===== config.mk =====
export PLATFORM = sky130hd
export DESIGN_NAME = qb4_sram
export DESIGN_NICKNAME = d
export VERILOG_FILES = /design/src/rtl/qb4_pkg.sv /design/src/rtl/qb4_lane.sv /design/src/rtl/qb4_wr_seq.sv /design/src/rtl/qb4_rd_seq.sv /design/src/rtl/qb4_sram.sv
export SDC_FILE = /design/constraint.sdc
export NUM_CORES = 2
export LEC_CHECK = 0
export ABC_AREA = 1
export BUFFER_PORTS_ARGS = -buffer_cell sky130_fd_sc_hd__buf_2
export CAP_MARGIN = 15
export CORE_UTILIZATION = 45
export DETAILED_ROUTE_END_ITERATION = 7
export SLEW_MARGIN = 15
export SYNTH_ARGS = -nofsm -noshare
export SYNTH_HDL_FRONTEND = slang
export SYNTH_SLANG_ARGS = --single-unit

===== constraint.sdc =====
create_clock -name clk -period 4.6 [get_ports clk]
set_input_delay 0.69 -clock clk [delete_from_list [all_inputs] [get_ports clk]]
set_output_delay 0.69 -clock clk [all_outputs]
set_load 0.02 [all_outputs]

===== src/rtl/qb4_pkg.sv =====
package qb4_pkg;
  // slot values on the edge that takes each command kind
  localparam logic [1:0] SLOT_RD_CMD  = 2'd0;
  localparam logic [1:0] SLOT_WR_CMD  = 2'd2;
  // slot where the command register hands over to the beat register
  localparam logic [1:0] SLOT_RD_MOVE = 2'd3;
  localparam logic [1:0] SLOT_WR_MOVE = 2'd0;

  // read beat launched on the edge ending this slot
  function automatic logic [1:0] rd_beat_of(input logic [1:0] s);
    return s + 2'd1;
  endfunction

  // write beat captured on the edge ending this slot
  function automatic logic [1:0] wr_beat_of(input logic [1:0] s);
    return s;
  endfunction
endpackage


===== src/rtl/qb4_lane.sv =====
module qb4_lane #(
  parameter int AW = 8,
  parameter int BW = 8
) (
  input  logic          clk,
  input  logic          we,
  input  logic [AW-1:0] waddr,
  input  logic [BW-1:0] wdata,
  input  logic [AW-1:0] raddr,
  output logic [BW-1:0] rdata
);
  localparam int DEPTH = 1 << AW;

  logic [BW-1:0] mem [DEPTH];

  always_ff @(posedge clk) begin
    if (we) mem[waddr] <= wdata;
  end

  assign rdata = mem[raddr];
endmodule


===== src/rtl/qb4_wr_seq.sv =====
module qb4_wr_seq
  import qb4_pkg::*;
#(
  parameter int AW = 8
) (
  input  logic          clk,
  input  logic          rst_n,
  input  logic [1:0]    slot,
  input  logic          wr_req,
  input  logic [AW-3:0] burst_addr,
  output logic          cmd_acc,
  output logic          beat_v,
  output logic [AW-1:0] beat_addr
);
  localparam int BA = AW - 2;

  logic          cmd_v, hold_v;
  logic [BA-1:0] cmd_b, hold_b;
  logic [BA-1:0] cur_b;

  assign cmd_acc = wr_req && (slot == SLOT_WR_CMD);

  // late-write buffer: command register, then a beat register for beats 1..3
  always_ff @(posedge clk or negedge rst_n) begin
    if (!rst_n) begin
      cmd_v  <= 1'b0;
      cmd_b  <= '0;
      hold_v <= 1'b0;
      hold_b <= '0;
    end else begin
      if (slot == SLOT_WR_CMD) begin
        cmd_v <= wr_req;
        cmd_b <= burst_addr;
      end
      if (slot == SLOT_WR_MOVE) begin
        hold_v <= cmd_v;
        hold_b <= cmd_b;
      end
    end
  end

  assign beat_v    = (slot == SLOT_WR_MOVE) ? cmd_v : hold_v;
  assign cur_b     = (slot == SLOT_WR_MOVE) ? cmd_b : hold_b;
  assign beat_addr = {cur_b, wr_beat_of(slot)};


  wr_first_beat_chk: assert property (@(posedge clk) disable iff (!rst_n)
    (beat_v && slot == SLOT_WR_MOVE) |-> $past(cmd_acc, 2));
endmodule


===== src/rtl/qb4_rd_seq.sv =====
module qb4_rd_seq
  import qb4_pkg::*;
#(
  parameter int AW = 8,
  parameter int DW = 16
) (
  input  logic          clk,
  input  logic          rst_n,
  input  logic [1:0]    slot,
  input  logic          rd_req,
  input  logic [AW-3:0] burst_addr,
  input  logic [DW-1:0] mem_rdata,
  output logic [AW-1:0] mem_raddr,
  output logic          cmd_acc,
  output logic [DW-1:0] rdata,
  output logic          rvalid
);
  localparam int BA = AW - 2;

  logic          cmd_v, out_v, cur_v;
  logic [BA-1:0] cmd_b, out_b, cur_b;

  assign cmd_acc = rd_req && (slot == SLOT_RD_CMD);

  always_ff @(posedge clk or negedge rst_n) begin
    if (!rst_n) begin
      cmd_v <= 1'b0;
      cmd_b <= '0;
      out_v <= 1'b0;
      out_b <= '0;
    end else begin
      if (slot == SLOT_RD_CMD) begin
        cmd_v <= rd_req;
        cmd_b <= burst_addr;
      end
      if (slot == SLOT_RD_MOVE) begin
        out_v <= cmd_v;
        out_b <= cmd_b;
      end
    end
  end

  // beat 0 comes straight from the command register, beats 1..3 from the output stage
  assign cur_v     = (slot == SLOT_RD_MOVE) ? cmd_v : out_v;
  assign cur_b     = (slot == SLOT_RD_MOVE) ? cmd_b : out_b;
  assign mem_raddr = {cur_b, rd_beat_of(slot)};

  always_ff @(posedge clk or negedge rst_n) begin
    if (!rst_n) begin
      rvalid <= 1'b0;
      rdata  <= '0;
    end else begin
      rvalid <= cur_v;
      rdata  <= cur_v ? mem_rdata : '0;
    end
  end


  idle_zero_chk: assert property (@(posedge clk) disable iff (!rst_n)
    !rvalid |-> rdata == '0);
endmodule


===== src/rtl/qb4_sram.sv =====
module qb4_sram
  import qb4_pkg::*;
#(
  parameter int AW = 8,
  parameter int NB = 2,
  parameter int BW = 8
) (
  input  logic               clk,
  input  logic               rst_n,
  input  logic               rd_req,
  input  logic               wr_req,
  input  logic [AW-3:0]      burst_addr,
  input  logic [NB*BW-1:0]   wdata,
  input  logic [NB-1:0]      wbe_n,
  output logic [1:0]         slot,
  output logic [NB*BW-1:0]   rdata,
  output logic               rvalid
);
  localparam int DW = NB * BW;

  logic          rd_acc, wr_acc;
  logic          wbeat_v;
  logic [AW-1:0] wbeat_addr, raddr;
  logic [DW-1:0] mem_rdata;

  always_ff @(posedge clk or negedge rst_n) begin
    if (!rst_n) slot <= 2'd0;
    else        slot <= slot + 2'd1;
  end

  qb4_wr_seq #(.AW(AW)) i_wr (
    .clk(clk), .rst_n(rst_n), .slot(slot), .wr_req(wr_req),
    .burst_addr(burst_addr), .cmd_acc(wr_acc),
    .beat_v(wbeat_v), .beat_addr(wbeat_addr)
  );

  qb4_rd_seq #(.AW(AW), .DW(DW)) i_rd (
    .clk(clk), .rst_n(rst_n), .slot(slot), .rd_req(rd_req),
    .burst_addr(burst_addr), .mem_rdata(mem_rdata), .mem_raddr(raddr),
    .cmd_acc(rd_acc), .rdata(rdata), .rvalid(rvalid)
  );

  for (genvar k = 0; k < NB; k++) begin : g_lane
    qb4_lane #(.AW(AW), .BW(BW)) i_lane (
      .clk(clk),
      .we(wbeat_v && !wbe_n[k]),
      .waddr(wbeat_addr),
      .wdata(wdata[k*BW +: BW]),
      .raddr(raddr),
      .rdata(mem_rdata[k*BW +: BW])
    );
  end


  rd_latency_chk: assert property (@(posedge clk) disable iff (!rst_n)
    rd_acc |-> ##4 rvalid);


  rv_start_chk: assert property (@(posedge clk) disable iff (!rst_n)
    $rose(rvalid) |-> $past(slot) == SLOT_RD_MOVE);


  rv_end_chk: assert property (@(posedge clk) disable iff (!rst_n)
    $fell(rvalid) |-> $past(slot) == SLOT_RD_MOVE);
endmodule


======== Word-level counts from Yosys, hierarchy flattened ========
Memories as Yosys holds them, arrays and structs flattened.
Cells that the tools add are included.
storage, ports and cells
  memories kept ........................... 2
  input bits .............................. 28
  bits in writable memories ............... 4096
  flip-flop bits (word level) ............. 46
  output and inout bits ................... 19
memory list
  memory                words  bits a word  rd ports  clocked after memory_dff  write ports  RTL line        RTL
  g_lane[0].i_lane.mem  256    8            1         0                         1            qb4_lane.sv:14  logic [BW-1:0] mem [DEPTH];
  g_lane[1].i_lane.mem  256    8            1         0                         1            qb4_lane.sv:14
cells by class
  eq/ne operators ......................... 2
  reduce and logical (&&, ||, !) cells .... 5
  multiplexer cells ....................... 9
  $add $sub $neg .......................... 1
operator list
  cell                                          count
  2-to-1 mux 16 bit                             1
  2-to-1 mux 6 bit                              2
  2-to-1 mux 1 bit                              6
  == test 2 bit (second input constant)         2
  adder 2 x 1 -> 2 bit (second input constant)  1
  logical AND 1 bit                             2
  logical NOT 1 bit                             2
  logical NOT 2 bit                             1

======== Longest topological paths before layout ========
  depth after elaboration ................. 5
  mapped depth ............................ 20

======== Hierarchy ========
Synthesis repeated with hierarchy kept, for this count alone.
unflattened totals
  cells, all modules ...................... 14172
  area, all modules ....................... 168258.9 um^2
by module, submodules not included
  module      cells each  instances  area each (um^2)
  qb4_lane    6995        2          83236.1
  qb4_rd_seq  109         1          1133.6
  qb4_wr_seq  63          1          570.5
  qb4_sram    10          1          82.6

======== Least setup slack after synthesis ========
Ideal clock, no wire load.
  path type ............................... reg-to-reg
  start point ............................. register slot[0]
  end point ............................... memory g_lane[0].i_lane.mem[140][0] (enable)
  slack ................................... 1253 ps
  library setup time ...................... 383 ps
  data arrival time ....................... 2964 ps
  period minus slack after synthesis ...... 3347 ps
  path buffers ............................ 6
  stages on the path, launching flop included .. 15
  cell sequence ........................... dfrtp_1 > buf_4 > inv_2 > buf_4 > buf_2 > buf_2 > ha_1 > buf_2 > nor2_1 > nor2_1 > inv_1 > nor2_1 > nand2_1 > clkbuf_1 > nor3_1
between the ends
  elaborated cells between the ends (all ways) .. 6
  classes of those cells .................. mux (4); reduce/logical (2)
RTL lines
  what                                 RTL line          RTL
  start, declared                      qb4_sram.sv:15    output logic [1:0] slot,
  start signal, assigned               qb4_sram.sv:28    else slot <= slot + 2'd1;
  logical NOT 2 bit                    qb4_wr_seq.sv:43  assign cur_b = (slot == SLOT_WR_MOVE) ? cmd_b : hold_b;
  2-to-1 mux 6 bit                     qb4_wr_seq.sv:43
  named net g_lane[0].i_lane.waddr[2]  qb4_lane.sv:7     input logic [AW-1:0] waddr,
  end, declared                        qb4_lane.sv:14
The timed path passes the listed nets, and every way through them passes these cells.

======== Worst setup path in the final report ========
  start point ............................. register slot[0]
  end point ............................... memory g_lane[0].i_lane.mem[195][6] (enable)
Same word-level chain as after synthesis.

==> report_table.html <==
<table>
<tr><th>Metric</th><th>Value</th></tr>
<tr><th colspan="2">Synth</th></tr>
<tr><td>Combinational family with the most area after synthesis</td><td>simple AND/OR/NAND/NOR gates</td></tr>
<tr><td>Post-synth top area share</td><td>0.7316</td></tr>
<tr><td>Mux share of post-synthesis cell area</td><td>0.00006698</td></tr>
<tr><td>Cell accounting for the most synthesized area</td><td>edfxtp_1</td></tr>
<tr><td>Number of synthesized register bits</td><td>4,142</td></tr>
<tr><td>Compound-Gate Fraction of Synth Area</td><td>0.004882</td></tr>
<tr><td>Cell count after synthesis</td><td>14,098</td></tr>
<tr><td>Syn nets</td><td>14,130</td></tr>
<tr><td>Post-synthesis instance area</td><td>168,100 um^2</td></tr>
<tr><td>Fraction of the yosys area taken by sequential cells</td><td>0.7385</td></tr>
<tr><td>Post-Syn Area per Cell</td><td>11.93 um^2</td></tr>
<tr><td>Total number of yosys warnings</td><td>0</td></tr>
<tr><td>Top area cells in the synthesized netlist</td><td>edfxtp_1 73%, nand3_1 11%, nand2_1 9.3%</td></tr>
<tr><td>Adder and majority cell fraction of the synthesized area</td><td>0.0002977</td></tr>
<tr><td>Synth unique cells</td><td>23</td></tr>
<tr><td>Xor-xnor portion of the synthesized cell area</td><td>0</td></tr>
<tr><td>Simple logic cell fraction of the synthesized area</td><td>0.2270</td></tr>
<tr><th colspan="2">Die</th></tr>
<tr><td>Count of boundary I/O pins</td><td>47</td></tr>
<tr><td>Die boundary width</td><td>613.2 um</td></tr>
<tr><td>Placeable core region</td><td>371,900 um^2</td></tr>
<tr><td>Initial cell density of the core</td><td>0.4520</td></tr>
<tr><td>Row cnt</td><td>224</td></tr>
<tr><td>Full die area</td><td>376,100 um^2</td></tr>
<tr><td>Die Span Y</td><td>613.2 um</td></tr>
<tr><th colspan="2">GRT</th></tr>
<tr><td>Vias in the first global route</td><td>106,084</td></tr>
<tr><td>Total grt overflow</td><td>0</td></tr>
<tr><td>Layer with the highest usage</td><td>met2</td></tr>
<tr><td>Global routing met2 resource utilization</td><td>0.4060</td></tr>
<tr><td>Wire length of the first global-routing pass</td><td>710,300 um</td></tr>
<tr><td>Overall Global Routing Usage</td><td>0.2532</td></tr>
<tr><td>Number of antenna violations at the first check in global routing</td><td>19</td></tr>
<tr><td>Maximum number of pins on one net before global-route repair</td><td>193</td></tr>
<tr><td>GR Layer Usage met3</td><td>0.03477</td></tr>
<tr><td>Global-route track usage on met1</td><td>0.3568</td></tr>
<tr><th colspan="2">Placement</th></tr>
<tr><td>Placed inst area</td><td>177,500 um^2</td></tr>
<tr><td>Final estimated routing congestion in global placement</td><td>0.8560</td></tr>
<tr><td>Detailed placer's ending HPWL</td><td>271,400 um</td></tr>
<tr><td>Worst slack after detailed placement</td><td>0.4280 ns</td></tr>
<tr><td>Port buffer count</td><td>46</td></tr>
<tr><th colspan="2">Critical path</th></tr>
<tr><td>Cells traversed along the worst timing path</td><td>inv_8 &gt; ha_4 &gt; inv_1 &gt; buf_4 &gt; nor2_1 &gt; nor2_1 &gt; nor2_1 &gt; nand2_4 &gt; nor3_1</td></tr>
<tr><td>Crit path from</td><td>slot[0]$_DFF_PN0_</td></tr>
<tr><td>Critical Path Fanout Max</td><td>22</td></tr>
<tr><td>Critical path startpoint category</td><td>flop</td></tr>
<tr><td>Signal arrival time at the worst endpoint</td><td>4.82 ns</td></tr>
<tr><td>Type of destination of the critical path</td><td>flop</td></tr>
<tr><td>Levels on crit path</td><td>9</td></tr>
<tr><td>Count of buffering cells on the critical path with inverters included</td><td>3</td></tr>
<tr><td>Top cell family by delay on the critical path</td><td>simple AND/OR/NAND/NOR gates</td></tr>
<tr><td>Launch instance of the worst register-to-register path</td><td>slot[0]$_DFF_PN0_</td></tr>
<tr><td>Standard cell with the maximum stage delay on the critical path</td><td>nor3_1</td></tr>
<tr><td>Type of the setup path with the least slack</td><td>reg -&gt; reg</td></tr>
<tr><td>Worst R2R Setup Slack</td><td>0.36 ns</td></tr>
<tr><td>Endpoint of the lowest-slack register-to-register path</td><td>g_lane[0].i_lane.mem[195][6]$_DFFE_PP_</td></tr>
<tr><td>Cell with the most instances on the worst path</td><td>nor2_1</td></tr>
<tr><td>Cell count of the worst reg-to-reg path</td><td>9</td></tr>
<tr><td>Worst Setup EP</td><td>g_lane[0].i_lane.mem[195][6]$_DFFE_PP_</td></tr>
<tr><td>Delay of the slowest cell on the worst path</td><td>1.15 ns</td></tr>
<tr><td>Required time of the worst setup path</td><td>5.19 ns</td></tr>
<tr><th colspan="2">Clock tree</th></tr>
<tr><td>Cell at the root of the clock tree</td><td>clkbuf_16</td></tr>
<tr><td>CTS max path bufs</td><td>4</td></tr>
<tr><td>Latest clock arrival within the worst-skew pair</td><td>1.00 ns</td></tr>
<tr><td>H-tree lvl count</td><td>5</td></tr>
<tr><td>Total of cells resized after clock tree synthesis</td><td>0</td></tr>
<tr><td>CTS tree</td><td>yes</td></tr>
<tr><td>Clock slew seen by the registers of the worst setup and hold paths</td><td>0.06 ns</td></tr>
<tr><td>Quantity of hold-fixing buffers added after cts</td><td>8</td></tr>
<tr><td>Clock tree sinks</td><td>4,142</td></tr>
<tr><td>CTS buffer count</td><td>425</td></tr>
<tr><td>Setup repair bufs after CTS</td><td>0</td></tr>
<tr><th colspan="2">Timing</th></tr>
<tr><td>Setup violators final</td><td>0</td></tr>
<tr><td>Achievable frequency</td><td>0.2361 GHz</td></tr>
<tr><td>Count of final hold-check violations</td><td>0</td></tr>
<tr><td>Setup repair after global routing missed its margin</td><td>no</td></tr>
<tr><td>Transition time at the pin with the least slew margin</td><td>1.191 ns</td></tr>
<tr><td>Worst setup skew after layout</td><td>0.07768 ns</td></tr>
<tr><td>Number of max-slew violations in the final report</td><td>0</td></tr>
<tr><td>Final clock period utilization by the worst path</td><td>0.9208</td></tr>
<tr><td>Summed negative setup slack over all endpoints</td><td>0 ns</td></tr>
<tr><td>Worst path setup slack after routing</td><td>0.3643 ns</td></tr>
<tr><td>Smallest hold slack</td><td>0.08346 ns</td></tr>
<tr><td>Slew HR</td><td>0.1996</td></tr>
<tr><td>Minimum clock period after layout</td><td>4.236 ns</td></tr>
<tr><th colspan="2">Layout</th></tr>
<tr><td>Fraction of final layout cells with drive strength greater than 1</td><td>0.1006</td></tr>
<tr><td>Growth of design area from synthesis to finish</td><td>13.71%</td></tr>
<tr><td>Area taken by multi-input logic gates</td><td>39,320 um^2</td></tr>
<tr><td>Layout net count</td><td>14,339</td></tr>
<tr><td>Storage cell area</td><td>124,200 um^2</td></tr>
<tr><td>Fill cells</td><td>31,709</td></tr>
<tr><td>Design area</td><td>191,200 um^2</td></tr>
<tr><th colspan="2">Detailed routing</th></tr>
<tr><td>Initial detailed-routing violation count</td><td>13,829</td></tr>
<tr><td>Antenna violation net count after detailed routing</td><td>0</td></tr>
<tr><td>First-pass iteration count of the detailed router</td><td>6</td></tr>
<tr><td>Via/cell ratio</td><td>5.674</td></tr>
<tr><td>Final WL</td><td>483,100 um</td></tr>
<tr><td>Number of DRC violations after detailed routing</td><td>0</td></tr>
<tr><td>Detailed-route via count</td><td>111,360</td></tr>
<tr><td>Mean routed wirelength per cell</td><td>24.61 um</td></tr>
<tr><th colspan="2">Power and ir drop</th></tr>
<tr><td>Total power divided by cell area</td><td>407.6 nW/um^2</td></tr>
<tr><td>Reported leakage power</td><td>66.36 nW</td></tr>
<tr><td>Maximum VDD drop</td><td>0.3217 mV</td></tr>
<tr><th colspan="2">Run status</th></tr>
<tr><td>Run status</td><td>complete, no violations</td></tr>
<tr><th colspan="2">Worst hold path</th></tr>
<tr><td>Hold WC Path Type</td><td>in -&gt; reg</td></tr>
<tr><td>Hold-critical path depth</td><td>3</td></tr>
<tr><th colspan="2">Job</th></tr>
<tr><td>Maximum Capacitance Violations</td><td>0</td></tr>
</table>
logic make-up (layout without fill, tap and decap cells):
family / Yosys count / after routing
other: 0 / 7
adders and majority gates: 4 / 4
AOI/OAI and AO/OA: 150 / 150
DFF: 4142 / 4142
and+or+nand+nor: 8710 / 8710
buffers and inverters: 1091 / 1642
muxes: 1 / 1
metrics by stage:
step / power (mW) / util / std cells
after CTS: 78.26 / 0.5138 / 19621
after floorplan: 43.14 / - / 14098
after global placement: 44.74 / 0.4772 / 18844
after detailed placement: 44.76 / 0.4772 / 18844
final: 77.92 / 0.5140 / 19628
after global routing: 79.73 / 0.5140 / 19623
Yosys cell counts:
| cell type | n |
|---|---|
| edfxtp_1 | 4096 |
| o21ai_1 | 2 |
| inv_2 | 4 |
| inv_1 | 26 |
| clkbuf_1 | 423 |
| o21ai_0 | 79 |
| o22ai_1 | 32 |
| buf_1 | 84 |
| nand2_1 | 4162 |
| mux2_2 | 1 |
| ha_1 | 4 |
| buf_6 | 6 |
| buf_4 | 41 |
| nor2_1 | 179 |
| nor3_1 | 512 |
| clkinv_1 | 1 |
| nand3_1 | 3856 |
| o21ai_2 | 2 |
| nand2_2 | 1 |
| a21oi_1 | 33 |
| o21ai_4 | 2 |
| buf_2 | 506 |
| dfrtp_1 | 46 |
flip-flops by register name (all words and copies together) (netlist names), 2 cells and up:
name,cells
g_lane.i_lane.mem,4096
i_rd.rdata,16
i_rd.cmd_b,6
i_rd.out_b,6
i_wr.cmd_b,6
i_wr.hold_b,6
slot,2
per-layer routing:
layer,share of wire,routed length [um]
met4,0.035,16800
met5,0.00017,82
met3,0.080,38610
met2,0.47,227600
met1,0.41,200000
where the power goes:
group,leakage [nW],internal (mW),switching [mW]
logic,22.4,0.472,1.95
registers,37.4,41.5,0.0596
clock network,6.63,19.4,14.5
worst register-to-register path, delay by kind of cell (launching register included):
family | cells | cell delay, ns
adders and majority gates | 1 | 0.30
and+or+nand+nor | 5 | 2.58
buffers and inverters | 3 | 0.41
DFF | 1 | 0.57
final cells by class:
cell class | count | share of cell area
Antenna cell | 7 | 0.00009163
Clock buffer | 544 | 0.05933
Clock inverter | 225 | 0.01151
Inverter | 31 | 0.0007592
Multi-Input combinational cell | 8865 | 0.2057
Sequential cell | 4142 | 0.6495
Tap cell | 4972 | 0.03254
Timing Repair Buffer | 842 | 0.04061
placed cells by master, fill, tap and decap left out, types with 24 or more instances in the layout:
cell type  synthesis  routed
a21oi_1           33      32
buf_12             0     110
buf_2            506      30
buf_4             41     678
bufinv_16          0      37
clkbuf_1         423     102
clkbuf_16          0     433
clkinv_1           1      87
clkinv_2           0      77
dfrtp_1           46      45
edfxtp_1        4096    4096
inv_1             26      24
nand2_1         4162    4131
nand3_1         3856    3856
nor2_1           179     179
nor3_1           512     503
o21ai_0           79      78
o22ai_1           32      32
how the worst min path moves through the flow:
stage                                 to                      start
2_1_floorplan  i_rd.cmd_b[0]$_DFFE_PN0P_                      rst_n
3_3_place_gp   i_rd.cmd_b[4]$_DFFE_PN0P_  i_rd.cmd_b[4]$_DFFE_PN0P_
3_5_place_dp   i_rd.cmd_b[1]$_DFFE_PN0P_  i_rd.cmd_b[1]$_DFFE_PN0P_
4_1_cts        i_rd.cmd_b[5]$_DFFE_PN0P_              burst_addr[5]
5_1_grt        i_rd.cmd_b[5]$_DFFE_PN0P_              burst_addr[5]
6_report       i_rd.cmd_b[5]$_DFFE_PN0P_              burst_addr[5]
Note: power is estimated with default switching activity, not from simulation.
